### config.mk
export PLATFORM = sky130hd
export DESIGN_NAME = lpm_ctrl
export DESIGN_NICKNAME = d
export VERILOG_FILES = /design/src/rtl/lpm_pkg.sv /design/src/rtl/lpm_pwr_gate.sv /design/src/rtl/lpm_rate_class.sv /design/src/rtl/lpm_fsm.sv /design/src/rtl/lpm_ctrl.sv
export SDC_FILE = /design/constraint.sdc
export NUM_CORES = 1
export LEC_CHECK = 0
export BUFFER_PORTS_ARGS = -buffer_cell sky130_fd_sc_hd__buf_2
export CORE_AREA = 4 4 87 89
export DETAILED_ROUTE_END_ITERATION = 12
export DIE_AREA = 0 0 91 93
export GPL_ROUTABILITY_DRIVEN = 0
export GPL_TIMING_DRIVEN = 1
export HOLD_SLACK_MARGIN = 0.05
export PLACE_DENSITY = 0.51
export SYNTH_ARGS = -nofsm -noshare
export SYNTH_HDL_FRONTEND = slang
export SYNTH_SLANG_ARGS = --single-unit
### constraint.sdc
create_clock -name clk -period 2.05 [get_ports clk]
set_input_delay 0.3075 -clock clk [delete_from_list [all_inputs] [get_ports clk]]
set_output_delay 0.3075 -clock clk [all_outputs]
set_load 0.01 [all_outputs]
### src/rtl/lpm_pkg.sv
package lpm_pkg;

  typedef enum logic [2:0] {
    ST_PWRDN  = 3'd0,
    ST_STBY   = 3'd1,
    ST_REDRV  = 3'd2,
    ST_ACQ    = 3'd3,
    ST_RETIME = 3'd4
  } lpm_state_e;

  localparam logic [1:0] MODE_FORCE_REDRV  = 2'b00;
  localparam logic [1:0] MODE_AUTO         = 2'b01;
  localparam logic [1:0] MODE_FORCE_RETIME = 2'b11;

  // Retimer wanted for a given mode code and rate decision.
  function automatic logic want_retime(input logic [1:0] mode, input logic fast);
    case (mode)
      MODE_FORCE_REDRV:  return 1'b0;
      MODE_FORCE_RETIME: return 1'b1;
      default:           return fast;  // automatic, reserved code acts the same
    endcase
  endfunction

  function automatic logic is_retimer(input lpm_state_e s);
    return (s == ST_ACQ) || (s == ST_RETIME);
  endfunction

  // Any of the three power-down causes.
  function automatic logic pd_cause(input logic oe, input logic force_pd,
                                    input logic hpd, input logic apd_dis);
    return !oe || force_pd || (!hpd && !apd_dis);
  endfunction

endpackage

### src/rtl/lpm_pwr_gate.sv
module lpm_pwr_gate #(
  parameter int OE_MIN_LOW = 2700
) (
  input  logic clk,
  input  logic rst_n,
  input  logic oe_i,
  input  logic hpd_snk_i,
  input  logic pd_force_i,
  input  logic apd_dis_i,
  output logic pd_req_o,
  output logic restore_o
);
  import lpm_pkg::*;

  localparam int CW = $clog2(OE_MIN_LOW + 1);
  localparam logic [CW-1:0] LOW_SAT = CW'(OE_MIN_LOW);

  logic          oe_q;
  logic [CW-1:0] low_cnt_q;
  logic          restore_q;
  logic          oe_rise;
  logic          low_long;

  assign pd_req_o = pd_cause(oe_i, pd_force_i, hpd_snk_i, apd_dis_i);
  assign oe_rise  = oe_i && !oe_q;
  assign low_long = (low_cnt_q == LOW_SAT);

  always_ff @(posedge clk or negedge rst_n) begin
    if (!rst_n) begin
      oe_q      <= 1'b0;
      low_cnt_q <= '0;
      restore_q <= 1'b0;
    end else begin
      oe_q      <= oe_i;
      restore_q <= oe_rise && low_long;
      if (oe_i)
        low_cnt_q <= '0;
      else if (!low_long)
        low_cnt_q <= low_cnt_q + 1'b1;
    end
  end

  assign restore_o = restore_q;

  assert_restore_single_R10: assert property (@(posedge clk) disable iff (!rst_n)
    restore_q |=> !restore_q);

  assert_restore_after_low_R10: assert property (@(posedge clk) disable iff (!rst_n)
    $rose(restore_q) |-> $past(!oe_q));

endmodule

### src/rtl/lpm_rate_class.sv
module lpm_rate_class #(
  parameter int RATE_W      = 8,
  parameter int RATE_THRESH = 100,
  parameter int RATE_HYST   = 4
) (
  input  logic              clk,
  input  logic              rst_n,
  input  logic [RATE_W-1:0] rate_i,
  output logic              fast_o
);
  localparam int HI = RATE_THRESH + RATE_HYST;
  localparam int LO = RATE_THRESH - RATE_HYST;
  localparam logic [RATE_W-1:0] HI_C = RATE_W'(HI);
  localparam logic [RATE_W-1:0] LO_C = RATE_W'(LO);

  logic [RATE_W-1:0] rate_q;
  logic              fast_q;

  function automatic logic next_fast(input logic cur, input logic [RATE_W-1:0] code);
    if (code >= HI_C)     return 1'b1;
    else if (code < LO_C) return 1'b0;
    else                  return cur;
  endfunction

  always_ff @(posedge clk or negedge rst_n) begin
    if (!rst_n) begin
      rate_q <= '0;
      fast_q <= 1'b0;
    end else begin
      rate_q <= rate_i;
      fast_q <= next_fast(fast_q, rate_q);
    end
  end

  assign fast_o = fast_q;

  assert_band_hold_R4: assert property (@(posedge clk) disable iff (!rst_n)
    ((rate_q < HI_C) && (rate_q >= LO_C)) |=> $stable(fast_q));

  assert_rise_needs_hi_R4: assert property (@(posedge clk) disable iff (!rst_n)
    $rose(fast_q) |-> $past(rate_q >= HI_C));

endmodule

### src/rtl/lpm_fsm.sv
module lpm_fsm #(
  parameter int ACQ_CYCLES = 189000
) (
  input  logic       clk,
  input  logic       rst_n,
  input  logic       pd_req_i,
  input  logic       sigdet_en_i,
  input  logic       clk_valid_i,
  input  logic       fast_i,
  input  logic [1:0] cfg_mode_i,
  input  logic       acq_quiet_i,
  input  logic       pol_req_i,
  output logic       cdr_en_o,
  output logic       drv_en_o,
  output logic       term_en_o,
  output logic       pol_swap_o,
  output logic       sts_pd_o,
  output logic       sts_stby_o
);
  import lpm_pkg::*;

  localparam int AW = $clog2(ACQ_CYCLES + 1);
  localparam logic [AW-1:0] ACQ_LAST = AW'(ACQ_CYCLES - 1);

  lpm_state_e st_q, st_d;
  logic [AW-1:0] acq_cnt_q;
  logic [1:0]    mode_q;
  logic          acq_done;
  logic          retime_wanted;
  logic          no_clock;

  assign acq_done      = (st_q == ST_ACQ) && (acq_cnt_q == ACQ_LAST);
  assign retime_wanted = want_retime(mode_q, fast_i);
  assign no_clock      = sigdet_en_i && !clk_valid_i;

  always_comb begin
    if (pd_req_i)
      st_d = ST_PWRDN;
    else if (no_clock)
      st_d = ST_STBY;
    else if (retime_wanted) begin
      if (st_q == ST_RETIME)   st_d = ST_RETIME;
      else if (acq_done)       st_d = ST_RETIME;
      else                     st_d = ST_ACQ;
    end else
      st_d = ST_REDRV;
  end

  always_ff @(posedge clk or negedge rst_n) begin
    if (!rst_n) begin
      st_q      <= ST_PWRDN;
      acq_cnt_q <= '0;
      mode_q    <= MODE_AUTO;
    end else begin
      st_q <= st_d;
      if (st_q == ST_ACQ && !acq_done)
        acq_cnt_q <= acq_cnt_q + 1'b1;
      else
        acq_cnt_q <= '0;
      if (st_q == ST_PWRDN)
        mode_q <= cfg_mode_i;
    end
  end

  always_comb begin
    cdr_en_o   = 1'b0;
    drv_en_o   = 1'b0;
    term_en_o  = 1'b0;
    sts_pd_o   = 1'b0;
    sts_stby_o = 1'b0;
    case (st_q)
      ST_PWRDN: sts_pd_o = 1'b1;
      ST_STBY:  sts_stby_o = 1'b1;
      ST_REDRV: begin
        drv_en_o  = 1'b1;
        term_en_o = 1'b1;
      end
      ST_ACQ: begin
        cdr_en_o  = 1'b1;
        drv_en_o  = !acq_quiet_i;
        term_en_o = 1'b1;
      end
      ST_RETIME: begin
        cdr_en_o  = 1'b1;
        drv_en_o  = 1'b1;
        term_en_o = 1'b1;
      end
      default: sts_pd_o = 1'b1;
    endcase
  end

  assign pol_swap_o = pol_req_i && is_retimer(st_q);

  assert_pd_entry_R1: assert property (@(posedge clk) disable iff (!rst_n)
    pd_req_i |=> sts_pd_o && !drv_en_o && !cdr_en_o);

  assert_stby_entry_R2: assert property (@(posedge clk) disable iff (!rst_n)
    (!pd_req_i && no_clock) |=> sts_stby_o && !cdr_en_o && !drv_en_o);

  assert_acq_before_run_R5: assert property (@(posedge clk) disable iff (!rst_n)
    (st_q == ST_RETIME && $past(st_q) != ST_RETIME) |-> $past(st_q) == ST_ACQ);

  assert_mode_hold_R9: assert property (@(posedge clk) disable iff (!rst_n)
    (st_q != ST_PWRDN) |=> $stable(mode_q));

  assert_one_status_R11: assert property (@(posedge clk) disable iff (!rst_n)
    $onehot0({sts_pd_o, sts_stby_o, cdr_en_o}));

endmodule

### src/rtl/lpm_ctrl.sv
module lpm_ctrl #(
  parameter int RATE_W      = 8,
  parameter int RATE_THRESH = 100,
  parameter int RATE_HYST   = 4,
  parameter int ACQ_CYCLES  = 189000,
  parameter int OE_MIN_LOW  = 2700
) (
  input  logic              clk,
  input  logic              rst_n,
  input  logic              oe_i,
  input  logic              hpd_snk_i,
  input  logic              clk_valid_i,
  input  logic [RATE_W-1:0] rate_i,
  input  logic              cfg_pd_force_i,
  input  logic              cfg_hpd_apd_dis_i,
  input  logic              cfg_sigdet_en_i,
  input  logic [1:0]        cfg_mode_i,
  input  logic              cfg_acq_quiet_i,
  input  logic              cfg_pol_swap_i,
  input  logic              cfg_hpd_gate_i,
  output logic              cdr_en_o,
  output logic              drv_en_o,
  output logic              term_en_o,
  output logic              hpd_src_o,
  output logic              pol_swap_o,
  output logic              sts_pd_o,
  output logic              sts_stby_o,
  output logic              cfg_restore_o
);

  logic pd_req;
  logic rate_fast;

  lpm_pwr_gate #(.OE_MIN_LOW(OE_MIN_LOW)) u_pwr (
    .clk        (clk),
    .rst_n      (rst_n),
    .oe_i       (oe_i),
    .hpd_snk_i  (hpd_snk_i),
    .pd_force_i (cfg_pd_force_i),
    .apd_dis_i  (cfg_hpd_apd_dis_i),
    .pd_req_o   (pd_req),
    .restore_o  (cfg_restore_o)
  );

  lpm_rate_class #(
    .RATE_W(RATE_W), .RATE_THRESH(RATE_THRESH), .RATE_HYST(RATE_HYST)
  ) u_rate (
    .clk    (clk),
    .rst_n  (rst_n),
    .rate_i (rate_i),
    .fast_o (rate_fast)
  );

  lpm_fsm #(.ACQ_CYCLES(ACQ_CYCLES)) u_fsm (
    .clk         (clk),
    .rst_n       (rst_n),
    .pd_req_i    (pd_req),
    .sigdet_en_i (cfg_sigdet_en_i),
    .clk_valid_i (clk_valid_i),
    .fast_i      (rate_fast),
    .cfg_mode_i  (cfg_mode_i),
    .acq_quiet_i (cfg_acq_quiet_i),
    .pol_req_i   (cfg_pol_swap_i),
    .cdr_en_o    (cdr_en_o),
    .drv_en_o    (drv_en_o),
    .term_en_o   (term_en_o),
    .pol_swap_o  (pol_swap_o),
    .sts_pd_o    (sts_pd_o),
    .sts_stby_o  (sts_stby_o)
  );

  assign hpd_src_o = hpd_snk_i && !cfg_hpd_gate_i;

  assert_pol_only_retimer_R7: assert property (@(posedge clk) disable iff (!rst_n)
    pol_swap_o |-> cdr_en_o);

  assert_drv_needs_term_R6: assert property (@(posedge clk) disable iff (!rst_n)
    drv_en_o |-> term_en_o);

endmodule

==> results.toml <==
[timing]
clock_skew_ps = 7.75
tightestPinTransition_ps = 488
rsz0062_at_grt = "false"
slew_violations = 0
slew_headroom = 0.674
tns_ps = 0
fmax_mhz = 531
period_minus_slack_ps = 1880
fin_crit_sh = 0.919
setup-violations-final = 0
setup_slack_ps = 166
hold_violations = 0

[critical_path]
reg2reg_depth = 4
worst_ep_arrival_time_ps = 2080
startpoint = "u_pwr.low_cnt_q[6]"
crit_path_end_kind = "flip-flop"
crit_type = "flip-flop to flip-flop"
reg2reg_from = "u_pwr.low_cnt_q[6]"
rr_endpoint = "u_pwr.low_cnt_q[0]"
cp.required_ps = 2240
worstSetupEndpoint = "u_pwr.low_cnt_q[0]"
startpoint_type = "flip-flop"
rrSetupSlack_ps = 170
cp_max_fo = 8

[clocking]
cts_buffer_depth = 2
htreeDepth = 2
cts_setup_buffers = 0
clk_pin_slew_ps = 90
cts_sinks = 43
cts_tree = "built"
cts_inserted_buffers = 5
clock_latency_ps = 300
cts_root_buf = "clkbuf_8"

[synthesis]
yosys.area.top_type = "dfrtp_1"
yosysSeqAreaShare = 0.520
synth_ff_type = "dfrtp_1"
ys.warnings.count = 0
synthesis.area_mm2 = 0.00207
ys_seq_elements = 43
synthArstFlopShare = 1.00
synth_edf_count = 0
yosys-top-cells-area = "dfrtp_1 (51%), xnor2_1 (5.9%), nor2_1 (5.1%), nand2_1 (2.7%), xor2_1 (2.5%)"
synth_area_per_cell_um2 = 10.2
syn_inst = 203
synth_top_area_frac = 0.507
ys_types = 44
syn_nets = 228

[layout]
drive_gt1_frac = 0.205
diodes = 0
area.growth.synth_to_final_pct = 19.0
final_common_cell = "dfrtp_1"
layout_common_cells = "dfrtp_1 (42), nor2_1 (28), buf_2 (25)"
fin_nets = 263

[route]
drtIter0Drc = 74
drt_first_pass_iters = 4
route.detailed.wl_per_inst_um = 12.5
drc = 0
drt-total-wl_um = 3970
dr_total_vias = 1550
ant_nets = 0
viasPerCell = 4.86

[min_path]
hp-class = "input port to flip-flop"

[placement]
place_ws_ps = 51.3
hpwl_um = 2910
portBuffers = 25

[global_routing]
use_met1 = 0.133
grt_pass1_vias = 1505
antenna_found_initial = 0
met2_usage = 0.157
use_met3 = 0.0249
groute.usage.overall = 0.101
grt_busiest_layer = "met2"
grt_pass1_wl_um = 6920
grt-ovfl-total = 0
grt_max_degree = 25

[floorplanning]
die_h_um = 93
start_util = 0.307
coreArea_mm2 = 0.00676
rows = 30
num_io_pins = 29
fp.dieW_um = 91
die-area_mm2 = 0.00846

[pwr]
power_leakage_nw = 1.04
p_per_area_mw_per_mm2 = 680
ir_drop_v = 0.000303
power_mw = 1.68

[run_status]
outcome = "finished clean"

[job]
cap_viol_max_count = 0
==> state kept, by name, indices dropped and copies added (netlist names) <==
| signal | cells |
|---|---|
| u_fsm.st_q | 3 |
| u_pwr.low_cnt_q | 12 |
| u_fsm.acq_cnt_q | 18 |
| u_fsm.mode_q | 2 |
| u_rate.rate_q | 5 |
| u_rate.fast_o | 1 |
| u_pwr.oe_q | 1 |
| u_pwr.restore_o | 1 |
==> power breakdown <==
part / internal (mW) / switching (mW)
sequential: 0.868 / 0.0139
clock: 0.369 / 0.319
combinational: 0.0508 / 0.0575
==> worst max-delay path: stages, from the launching register on <==
cell and delay [ps]:
dfrtp_1 410, or4b_1 540, or4_4 570, xnor2_1 190
nor2_1 50
==> stage by stage <==
step                      instances  area, um2   util  hold WS [ps]
after floorplan                 203       2070      -          11.9
after global placement          310       2340  0.346           299
after detailed placement        310       2340  0.346           304
after CTS                       319       2460  0.365          89.3
after global routing            319       2470  0.365          76.4
final                           319       2470  0.365           100
==> repair_timing <==
item,CTS,global route
endpoints found under the setup margin,0,2
resized for setup,0,1
hold buffers,1,0
hold endpoints to repair,19,0
==> how the worst min path moves through the flow <==
stage                          to       from  cells past startpoint
2_1_floorplan  u_fsm.acq_cnt_q[0]      rst_n                      0
3_3_place_gp   u_pwr.low_cnt_q[1]      rst_n                      1
3_5_place_dp   u_pwr.low_cnt_q[1]      rst_n                      1
4_1_cts          u_rate.rate_q[4]  rate_i[4]                      1
5_1_grt          u_rate.rate_q[3]  rate_i[3]                      1
6_report         u_rate.rate_q[3]  rate_i[3]                      1
==> Yosys cell counts (all sizes together) (3+ instances only) <==
cell type,count
mux2,3
a21oi,5
xnor2,14
nor4,7
nand3,9
nor2,28
nor3,6
nand2,15
nand2b,4
inv,8
o21ai,3
dfrtp,42
clkbuf,4
nand4,8
ha,4
xor2,6
==> metal layers <==
metal / share of wire / up-vias / wire length, um
met4: 0.021 / 0 / 83
li1: - / 784 / -
met2: 0.45 / 19 / 1790
met3: 0.028 / 5 / 111
met5: 0 / - / 0
met1: 0.50 / 742 / 1990
==> cell type report <==
type                    instances  area (um2)
fillers                       687        4290
flip-flops and latches         43        1080
multi-input cells             146         936
repair buffers                 34         208
well taps                      80         100
clock buffers                   5        68.8
clock inverters                 3        47.5
inverters                       8        30.0
==> kinds of logic (layout without fill, tap and decap cells) <==
group	Yosys count	in the layout	share of synthesized area
AO/OA/AOI/OAI	20	20	0.0682
multiplexers	5	5	0.0259
buffers and inverters	14	50	0.0308
adder cells (fa/ha/maj)	4	4	0.0241
AND/OR/NAND/NOR	97	97	0.247
XOR/XNOR	20	20	0.0845
flip-flops	43	43	0.520
(Power assumes the default switching activity.)
